===== src/rtl/ifs_pkg.sv =====
package ifs_pkg;
    typedef enum logic [1:0] {
        ST_IDLE = 2'd0,
        ST_FILL = 2'd1,
        ST_LOAD = 2'd2
    } fsm_e;
endpackage


===== src/rtl/ifs_window.sv =====
module ifs_window #(
    parameter int AW        = 32,
    parameter int SPM_WORDS = 64,
    parameter int IDX_W     = 6
) (
    input  logic             clk,
    input  logic             rst_n,
    input  logic             clr,
    input  logic             set,
    input  logic [AW-1:0]    set_lo,
    input  logic [AW-1:0]    set_hi,
    input  logic [AW-1:0]    addr,
    output logic             hit,
    output logic [IDX_W-1:0] idx
);
    typedef struct packed {
        logic          en;
        logic [AW-1:0] lo;
        logic [AW-1:0] hi;
    } win_t;

    win_t win_d, win_q;
    logic          ge_lo, le_hi, in_cap;
    logic [AW-1:0] off, word;

    always_comb begin
        // both bound comparators evaluated in parallel
        ge_lo  = (addr >= win_q.lo);
        le_hi  = (addr <= win_q.hi);
        off    = addr - win_q.lo;
        word   = off >> 2;
        in_cap = (word < AW'(SPM_WORDS));
        hit    = win_q.en && ge_lo && le_hi && in_cap;
        idx    = word[IDX_W-1:0];

        win_d = win_q;
        if (clr) begin
            win_d.en = 1'b0;
        end else if (set) begin
            win_d.en = 1'b1;
            win_d.lo = set_lo;
            win_d.hi = set_hi;
        end
    end

    always_ff @(posedge clk or negedge rst_n) begin
        if (!rst_n) win_q <= '0;
        else        win_q <= win_d;
    end

    AST_INVERTED_EMPTY: assert property (@(posedge clk) disable iff (!rst_n)
        (win_q.lo > win_q.hi) |-> !hit);
endmodule


===== src/rtl/ifs_spm.sv =====
module ifs_spm #(
    parameter int DW    = 32,
    parameter int WORDS = 64,
    parameter int IDX_W = 6
) (
    input  logic             clk,
    input  logic             we,
    input  logic [IDX_W-1:0] waddr,
    input  logic [DW-1:0]    wdata,
    input  logic [IDX_W-1:0] raddr,
    output logic [DW-1:0]    rdata
);
    logic [DW-1:0] mem_q [WORDS];

    always_ff @(posedge clk) begin
        if (we) mem_q[waddr] <= wdata;
    end

    assign rdata = mem_q[raddr];
endmodule


===== src/rtl/ifs_dcache.sv =====
module ifs_dcache #(
    parameter int AW    = 32,
    parameter int DW    = 32,
    parameter int LINES = 8,
    parameter int WPL   = 8
) (
    input  logic          clk,
    input  logic          rst_n,
    input  logic [AW-1:0] lk_addr,
    output logic          hit,
    output logic [DW-1:0] rdata,
    input  logic          wr_en,
    input  logic [AW-1:0] wr_addr,
    input  logic [DW-1:0] wr_data,
    input  logic          fill_done,
    input  logic [AW-1:0] fill_addr
);
    localparam int OFF_W = $clog2(WPL);
    localparam int IDX_W = $clog2(LINES);
    localparam int LB    = 2 + OFF_W;
    localparam int TAG_W = AW - LB - IDX_W;

    logic [DW-1:0]    data_q [LINES*WPL];
    logic [TAG_W-1:0] tag_q  [LINES];
    logic [LINES-1:0] vld_d, vld_q;

    logic [IDX_W-1:0] lk_idx, w_idx, f_idx;
    logic [OFF_W-1:0] lk_off, w_off;
    logic [TAG_W-1:0] lk_tag, f_tag;
    logic             unused_bits;

    assign lk_idx = lk_addr[LB +: IDX_W];
    assign lk_off = lk_addr[2 +: OFF_W];
    assign lk_tag = lk_addr[AW-1 -: TAG_W];
    assign w_idx  = wr_addr[LB +: IDX_W];
    assign w_off  = wr_addr[2 +: OFF_W];
    assign f_idx  = fill_addr[LB +: IDX_W];
    assign f_tag  = fill_addr[AW-1 -: TAG_W];
    assign unused_bits = ^{lk_addr[1:0], wr_addr[1:0], wr_addr[AW-1 -: TAG_W],
                           fill_addr[LB-1:0]};

    assign hit   = vld_q[lk_idx] && (tag_q[lk_idx] == lk_tag);
    assign rdata = data_q[{lk_idx, lk_off}];

    always_comb begin
        vld_d = vld_q;
        if (wr_en)     vld_d[w_idx] = 1'b0;
        if (fill_done) vld_d[f_idx] = 1'b1;
    end

    always_ff @(posedge clk or negedge rst_n) begin
        if (!rst_n) vld_q <= '0;
        else        vld_q <= vld_d;
    end

    always_ff @(posedge clk) begin
        if (wr_en)     data_q[{w_idx, w_off}] <= wr_data;
        if (fill_done) tag_q[f_idx]           <= f_tag;
    end

    AST_FILL_SETS_VALID: assert property (@(posedge clk) disable iff (!rst_n)
        fill_done |=> vld_q[$past(f_idx)]);
    AST_PARTIAL_INVALID: assert property (@(posedge clk) disable iff (!rst_n)
        (wr_en && !fill_done) |=> !vld_q[$past(w_idx)]);
endmodule


===== src/rtl/ifs_counters.sv =====
module ifs_counters #(
    parameter int CW = 32
) (
    input  logic          clk,
    input  logic          rst_n,
    input  logic          inc_fetch,
    input  logic          inc_spm,
    input  logic          inc_miss,
    input  logic          inc_issue,
    output logic [CW-1:0] cnt_fetch,
    output logic [CW-1:0] cnt_spm,
    output logic [CW-1:0] cnt_miss,
    output logic [CW-1:0] cnt_issue,
    output logic [CW-1:0] cnt_cycle
);
    typedef struct packed {
        logic [CW-1:0] fetch;
        logic [CW-1:0] spm;
        logic [CW-1:0] miss;
        logic [CW-1:0] issue;
        logic [CW-1:0] cycle;
    } cnt_t;

    cnt_t c_d, c_q;

    always_comb begin
        c_d       = c_q;
        c_d.cycle = c_q.cycle + CW'(1);
        if (inc_fetch) c_d.fetch = c_q.fetch + CW'(1);
        if (inc_spm)   c_d.spm   = c_q.spm   + CW'(1);
        if (inc_miss)  c_d.miss  = c_q.miss  + CW'(1);
        if (inc_issue) c_d.issue = c_q.issue + CW'(1);
    end

    always_ff @(posedge clk or negedge rst_n) begin
        if (!rst_n) c_q <= '0;
        else        c_q <= c_d;
    end

    assign cnt_fetch = c_q.fetch;
    assign cnt_spm   = c_q.spm;
    assign cnt_miss  = c_q.miss;
    assign cnt_issue = c_q.issue;
    assign cnt_cycle = c_q.cycle;

    AST_SPM_LE_FETCH: assert property (@(posedge clk) disable iff (!rst_n)
        c_q.spm <= c_q.fetch);
    AST_MISS_LE_FETCH: assert property (@(posedge clk) disable iff (!rst_n)
        c_q.miss <= c_q.fetch);
endmodule


===== src/rtl/ifetch_split.sv =====
module ifetch_split
    import ifs_pkg::*;
#(
    parameter int AW           = 32,
    parameter int DW           = 32,
    parameter int BUDGET_BYTES = 512,
    parameter int SPM_BYTES    = 256,
    parameter int LINE_BYTES   = 32,
    parameter int CW           = 32
) (
    input  logic          clk,
    input  logic          rst_n,
    input  logic          fetch_valid,
    input  logic [AW-1:0] fetch_addr,
    output logic          fetch_ready,
    output logic          rsp_valid,
    output logic [DW-1:0] rsp_data,
    output logic          rsp_from_spm,
    output logic          mem_req,
    output logic [AW-1:0] mem_addr,
    input  logic          mem_rvalid,
    input  logic [DW-1:0] mem_rdata,
    input  logic          ld_start,
    input  logic [AW-1:0] ld_src,
    input  logic [AW-1:0] ld_lo,
    input  logic [AW-1:0] ld_hi,
    output logic          ld_busy,
    output logic [CW-1:0] cnt_fetch,
    output logic [CW-1:0] cnt_spm,
    output logic [CW-1:0] cnt_miss,
    output logic [CW-1:0] cnt_issue,
    output logic [CW-1:0] cnt_cycle
);
    localparam int CACHE_BYTES = BUDGET_BYTES - SPM_BYTES;
    localparam int WB          = DW / 8;
    localparam int WPL         = LINE_BYTES / WB;
    localparam int LINES       = CACHE_BYTES / LINE_BYTES;
    localparam int SPM_WORDS   = SPM_BYTES / WB;
    localparam int OFF_W       = $clog2(WPL);
    localparam int LB          = 2 + OFF_W;
    localparam int SIDX_W      = $clog2(SPM_WORDS);
    localparam int LN_W        = SIDX_W + 1;

    typedef struct packed {
        fsm_e            st;
        logic            rsp_v;
        logic [DW-1:0]   rsp_d;
        logic            rsp_s;
        logic [AW-1:0]   base;
        logic [OFF_W-1:0] req_off;
        logic [OFF_W-1:0] fwc;
        logic [DW-1:0]   capt;
        logic [AW-1:0]   src;
        logic [AW-1:0]   lo;
        logic [AW-1:0]   hi;
        logic [LN_W-1:0] n;
        logic [LN_W-1:0] lwc;
    } top_t;

    top_t s_d, s_q;

    logic              accept, win_hit, c_hit;
    logic [SIDX_W-1:0] win_idx;
    logic [DW-1:0]     spm_rdata, c_rdata;
    logic              win_clr, win_set, spm_we, c_wr, c_fill;
    logic              inc_fetch, inc_spm, inc_miss;
    logic [AW-1:0]     span;
    logic [LN_W-1:0]   n_calc;

    assign fetch_ready  = (s_q.st == ST_IDLE) && !ld_start;
    assign accept       = fetch_valid && fetch_ready;
    assign rsp_valid    = s_q.rsp_v;
    assign rsp_data     = s_q.rsp_d;
    assign rsp_from_spm = s_q.rsp_s;
    assign ld_busy      = (s_q.st == ST_LOAD);
    assign mem_req      = (s_q.st == ST_FILL) || ((s_q.st == ST_LOAD) && (s_q.n != '0));

    always_comb begin
        if (s_q.st == ST_LOAD)
            mem_addr = s_q.src + {{(AW-LN_W-2){1'b0}}, s_q.lwc, 2'b00};
        else
            mem_addr = s_q.base + {{(AW-OFF_W-2){1'b0}}, s_q.fwc, 2'b00};
    end

    always_comb begin
        span = (ld_hi - ld_lo) >> 2;
        if (ld_lo > ld_hi)                  n_calc = '0;
        else if (span >= AW'(SPM_WORDS))    n_calc = LN_W'(SPM_WORDS);
        else                                n_calc = LN_W'(span + AW'(1));
    end

    always_comb begin
        s_d       = s_q;
        s_d.rsp_v = 1'b0;
        win_clr   = 1'b0;
        win_set   = 1'b0;
        spm_we    = 1'b0;
        c_wr      = 1'b0;
        c_fill    = 1'b0;
        inc_fetch = 1'b0;
        inc_spm   = 1'b0;
        inc_miss  = 1'b0;
        case (s_q.st)
            ST_IDLE: begin
                if (ld_start) begin
                    s_d.st  = ST_LOAD;
                    s_d.src = ld_src;
                    s_d.lo  = ld_lo;
                    s_d.hi  = ld_hi;
                    s_d.n   = n_calc;
                    s_d.lwc = '0;
                    win_clr = 1'b1;
                end else if (accept) begin
                    inc_fetch = 1'b1;
                    if (win_hit) begin
                        inc_spm   = 1'b1;
                        s_d.rsp_v = 1'b1;
                        s_d.rsp_d = spm_rdata;
                        s_d.rsp_s = 1'b1;
                    end else if (c_hit) begin
                        s_d.rsp_v = 1'b1;
                        s_d.rsp_d = c_rdata;
                        s_d.rsp_s = 1'b0;
                    end else begin
                        inc_miss    = 1'b1;
                        s_d.st      = ST_FILL;
                        s_d.base    = {fetch_addr[AW-1:LB], {LB{1'b0}}};
                        s_d.req_off = fetch_addr[2 +: OFF_W];
                        s_d.fwc     = '0;
                    end
                end
            end
            ST_FILL: begin
                if (mem_rvalid) begin
                    c_wr = 1'b1;
                    if (s_q.fwc == s_q.req_off) s_d.capt = mem_rdata;
                    if (s_q.fwc == OFF_W'(WPL - 1)) begin
                        c_fill    = 1'b1;
                        s_d.st    = ST_IDLE;
                        s_d.rsp_v = 1'b1;
                        s_d.rsp_s = 1'b0;
                        s_d.rsp_d = (s_q.fwc == s_q.req_off) ? mem_rdata : s_q.capt;
                    end else begin
                        s_d.fwc = s_q.fwc + OFF_W'(1);
                    end
                end
            end
            ST_LOAD: begin
                if (s_q.n == '0) begin
                    win_set = 1'b1;
                    s_d.st  = ST_IDLE;
                end else if (mem_rvalid) begin
                    spm_we = 1'b1;
                    if (s_q.lwc == s_q.n - LN_W'(1)) begin
                        win_set = 1'b1;
                        s_d.st  = ST_IDLE;
                    end else begin
                        s_d.lwc = s_q.lwc + LN_W'(1);
                    end
                end
            end
            default: s_d.st = ST_IDLE;
        endcase
    end

    always_ff @(posedge clk or negedge rst_n) begin
        if (!rst_n) begin
            s_q    <= '0;
            s_q.st <= ST_IDLE;
        end else begin
            s_q <= s_d;
        end
    end

    ifs_window #(.AW(AW), .SPM_WORDS(SPM_WORDS), .IDX_W(SIDX_W)) u_win (
        .clk(clk), .rst_n(rst_n), .clr(win_clr), .set(win_set),
        .set_lo(s_q.lo), .set_hi(s_q.hi), .addr(fetch_addr),
        .hit(win_hit), .idx(win_idx)
    );

    ifs_spm #(.DW(DW), .WORDS(SPM_WORDS), .IDX_W(SIDX_W)) u_spm (
        .clk(clk), .we(spm_we), .waddr(s_q.lwc[SIDX_W-1:0]), .wdata(mem_rdata),
        .raddr(win_idx), .rdata(spm_rdata)
    );

    ifs_dcache #(.AW(AW), .DW(DW), .LINES(LINES), .WPL(WPL)) u_cache (
        .clk(clk), .rst_n(rst_n), .lk_addr(fetch_addr), .hit(c_hit), .rdata(c_rdata),
        .wr_en(c_wr), .wr_addr(mem_addr), .wr_data(mem_rdata),
        .fill_done(c_fill), .fill_addr(s_q.base)
    );

    ifs_counters #(.CW(CW)) u_cnt (
        .clk(clk), .rst_n(rst_n), .inc_fetch(inc_fetch), .inc_spm(inc_spm),
        .inc_miss(inc_miss), .inc_issue(s_q.rsp_v),
        .cnt_fetch(cnt_fetch), .cnt_spm(cnt_spm), .cnt_miss(cnt_miss),
        .cnt_issue(cnt_issue), .cnt_cycle(cnt_cycle)
    );

    AST_HIT_NEXT_CYCLE: assert property (@(posedge clk) disable iff (!rst_n)
        (accept && (win_hit || c_hit)) |=> rsp_valid);
    AST_SPM_NO_MEMREAD: assert property (@(posedge clk) disable iff (!rst_n)
        (accept && win_hit) |=> !mem_req);
    AST_FILL_STALLS: assert property (@(posedge clk) disable iff (!rst_n)
        (s_q.st == ST_FILL) |-> !fetch_ready);
    AST_LOAD_NO_WINDOW: assert property (@(posedge clk) disable iff (!rst_n)
        (s_q.st == ST_LOAD) |-> (!win_hit && !fetch_ready));
endmodule


===== config.mk =====
export PLATFORM = sky130hd
export DESIGN_NAME = ifetch_split
export DESIGN_NICKNAME = d
export VERILOG_FILES = /design/src/rtl/ifs_pkg.sv /design/src/rtl/ifs_window.sv /design/src/rtl/ifs_spm.sv /design/src/rtl/ifs_dcache.sv /design/src/rtl/ifs_counters.sv /design/src/rtl/ifetch_split.sv
export SDC_FILE = /design/constraint.sdc
export NUM_CORES = 2
export LEC_CHECK = 0
export BUFFER_PORTS_ARGS = -buffer_cell sky130_fd_sc_hd__buf_2
export CORE_MARGIN = 2
export CORE_UTILIZATION = 55
export CTS_BUF_LIST = sky130_fd_sc_hd__clkbuf_8
export DETAILED_ROUTE_END_ITERATION = 10
export GPL_ROUTABILITY_DRIVEN = 0
export PLACE_DENSITY = 0.78
export SETUP_SLACK_MARGIN = 0.02
export SKIP_LAST_GASP = 1
export SLEW_MARGIN = 20
export SYNTH_ARGS = -nofsm -noshare
export SYNTH_HDL_FRONTEND = slang
export SYNTH_HIERARCHICAL = 1
export SYNTH_MEMORY_MAX_BITS = 65536
export SYNTH_SLANG_ARGS = --single-unit

===== constraint.sdc =====
create_clock -name clk -period 4.29 [get_ports clk]
set_input_delay 0.2145 -clock clk [delete_from_list [all_inputs] [get_ports clk]]
set_output_delay 0.2145 -clock clk [all_outputs]
set_load 0.005 [all_outputs]

==> impl_metrics.py <==
metrics = {
    "status": {
        "status": "finished, violations left",
        "violations": "DRC, setup timing",
    },
    "final_layout": {
        "mostFrequentLayoutCells": "4288 x edfxtp_1, 1213 x mux4_2, 745 x clkbuf_8",
        "instances_no_fill": 16169,
        "fillers": 20962,
        "syn2layout_area_growth_pct": 16.8,
        "final_common_cell": "edfxtp_1",
        "final_area_mm2": 0.220,
        "post-route-util_pct": 64.6,
        "fin_nets": 11311,
        "drive_above_1_share_pct": 30.9,
    },
    "timing": {
        "max_slew_margin_pct": 3.25,
        "holdWs_ns": 0.0485,
        "slew_violations": 0,
        "layout_min_cycle_time_ns": 4.69,
        "fin_ws_ns": -0.401,
        "period_share_pct": 109,
        "hold_viol": 0,
        "finClkSkew_ns": 0.122,
        "clock.fmax_mhz": 213,
        "setup_viol": 106,
        "worstMarginPinSlew_ns": 1.44,
        "rsz0062_at_grt": "yes",
    },
    "cts": {
        "cts_root_buf": "clkbuf_8",
        "cts_sinks": 4732,
        "cts_tree": "built",
        "cts_buffer_depth": 4,
        "cts_inserted_buffers": 712,
        "clk_pin_slew_ns": 0.06,
        "insertion_delay_ns": 1.27,
        "cts_max_level": 6,
    },
    "synth": {
        "syn_area_mm2": 0.188,
        "synth_cells": 9364,
        "synth_area_per_cell_um2": 20.1,
        "synth_fp_nets": 9643,
        "yosys_warnings": 6,
    },
    "global_routing": {
        "grt_usage_pct": 29.9,
        "grt_pass1_wl_um": 745000,
        "globalRouteOverflowTotal": 0,
        "antenna_found_initial": 55,
        "grt_max_degree": 167,
        "grt_pass1_vias": 106629,
    },
    "hold_path": {
        "hp-start": "fetch_addr[4]",
        "holdPathEnd": "s_q[147]",
        "hold_path.class": "in2reg",
        "worstHoldPathCells": 5,
    },
    "routing": {
        "vias_per_cell": 6.56,
        "via_count": 106055,
        "wl_per_cell_um": 32.7,
        "drtPass1Iterations": 11,
        "initialDrtViolationCount": 16416,
        "wl_um": 529000,
        "drc": 1,
        "antenna_left": 0,
    },
    "setup_path": {
        "r2r-end": "u_cnt/cnt_spm[29]",
        "r2r_cells": 20,
        "rr_startpoint": "u_win/win_q[33]",
        "path_class": "reg2reg",
        "max_stage_delay_ns": 0.38,
        "worstPathRequired_ns": 5.42,
        "worst_ep_arrival_time_ns": 5.82,
        "rrSetupSlack_ns": -0.40,
        "cp_slowest_cell": "dfrtp_1",
        "start_kind": "flip-flop",
        "worstPathMaxFanout": 11,
        "crit_chain": "inv_2 > ha_4 > nor2b_4 > o31a_4 > buf_4 > o21ai_2 > o21ai_0 > xor2_1 > nor4_1 > nand4_1 > nor4_2 > nand4_1 > nor4_4 > buf_4 > and2_4 > nand4_1 > nor4_2 > buf_4 > nand3_1 > xnor2_1",
        "endpoint_kind": "flip-flop",
    },
    "pwr": {
        "total_power_uw": 129000,
        "p_leak_uw": 0.0752,
        "peakVddDrop_v": 0.000472,
        "p_per_area_mw_per_mm2": 586,
    },
    "floorplanning": {
        "die_width_um": 589,
        "dieArea_mm2": 0.346,
        "initial_core_util_pct": 55.3,
        "coreArea_mm2": 0.340,
        "row_count": 214,
        "ios": 394,
        "die_h_um": 589,
    },
    "flow_run": {
        "maxCapViolations": 0,
    },
    "place": {
        "post_dp_cell_area_mm2": 0.202,
        "dp.cells": 14479,
        "io_buffer_count": 393,
        "dpl.hpwl_um": 302000,
    },
}
## registers in the layout, indices dropped and copies added (netlist names), 8 cells and up
register         count
u_cache/tag_q      192
u_cnt/cnt_issue     32
rsp_data            32
u_cnt/cnt_fetch     32
u_cnt/cnt_spm       32
u_spm/mem_q       2048
s_q                177
u_cache/vld_q        8
u_cnt/cnt_miss      32
u_cnt/cnt_cycle     32
u_win/win_q         65
u_cache/data_q    2048
## critical path, delay by kind of cell, from the launching register on
family	cells	cell delay (ns)
buffers and inverters	4	0.69
AO/OA/AOI/OAI	3	0.74
AND/OR/NAND/NOR	10	2.11
adder cells (fa/ha/maj)	1	0.20
XOR/XNOR	2	0.44
flip-flops	1	0.38
## repair_timing
| action | in CTS | in global routing |
|---|---|---|
| hold buffers | 308 | 2 |
| endpoints found under the setup margin | 139 | 265 |
| buffers inserted | 17 | 40 |
| pin swaps | 16 | 57 |
| gates resized for setup | 39 | 130 |
| cloned | 4 | 4 |
| endpoints found under the hold margin | 4041 | 24 |
## worst max path at each step
stage	from	endpoint	slack [ns]	cells after the start
global route	u_win/win_q[33]	u_cnt/cnt_spm[29]	-0.39	20
CTS	u_win/win_q[33]	u_cnt/cnt_spm[25]	-0.02	20
detailed placement	fetch_addr[1]	u_cnt/cnt_spm[22]	-0.45	20
finish	u_win/win_q[33]	u_cnt/cnt_spm[29]	-0.40	20
global placement	u_win/win_q[33]	u_cnt/cnt_spm[14]	-0.54	20
floorplan	u_win/win_q[33]	u_cnt/cnt_miss[25]	0.04	21
## where the power goes
group / internal, uW / switching (uW) / total (uW)
Clock: 17300 / 17600 / 34900
Sequential: 51800 / 1190 / 53000
Combinational: 18000 / 22600 / 40700
## cell type report
class	instances	area, um2	area share (%)
Antenna cell	34	85.1	0.0387
Clock buffer	745	10300	4.67
Clock inverter	536	3030	1.38
Inverter	148	561	0.255
Multi-Input combinational cell	3992	46700	21.3
Sequential cell	4732	140000	63.7
Tap cell	4536	5680	2.58
Timing Repair Buffer	1446	13500	6.13
## metal layers
layer | vias to the layer above | global-route usage [%] | share of wire, %
met5 | - | 0.123 | 0.049
met4 | 34 | 14.8 | 6.0
met3 | 1563 | 8.77 | 13
met2 | 8206 | 46.0 | 46
met1 | 54460 | 39.6 | 34
li1 | 41792 | - | -
## metrics by stage
stage / setup TNS, ns / setup slack (ns)
after floorplan: 0 / 0.0371
after global placement: -48.58 / -0.536
after detailed placement: -33.43 / -0.447
after CTS: -0.0488 / -0.0217
after global routing: -18.42 / -0.388
final: -18.29 / -0.401
Note: power is estimated with default switching activity, not from simulation.
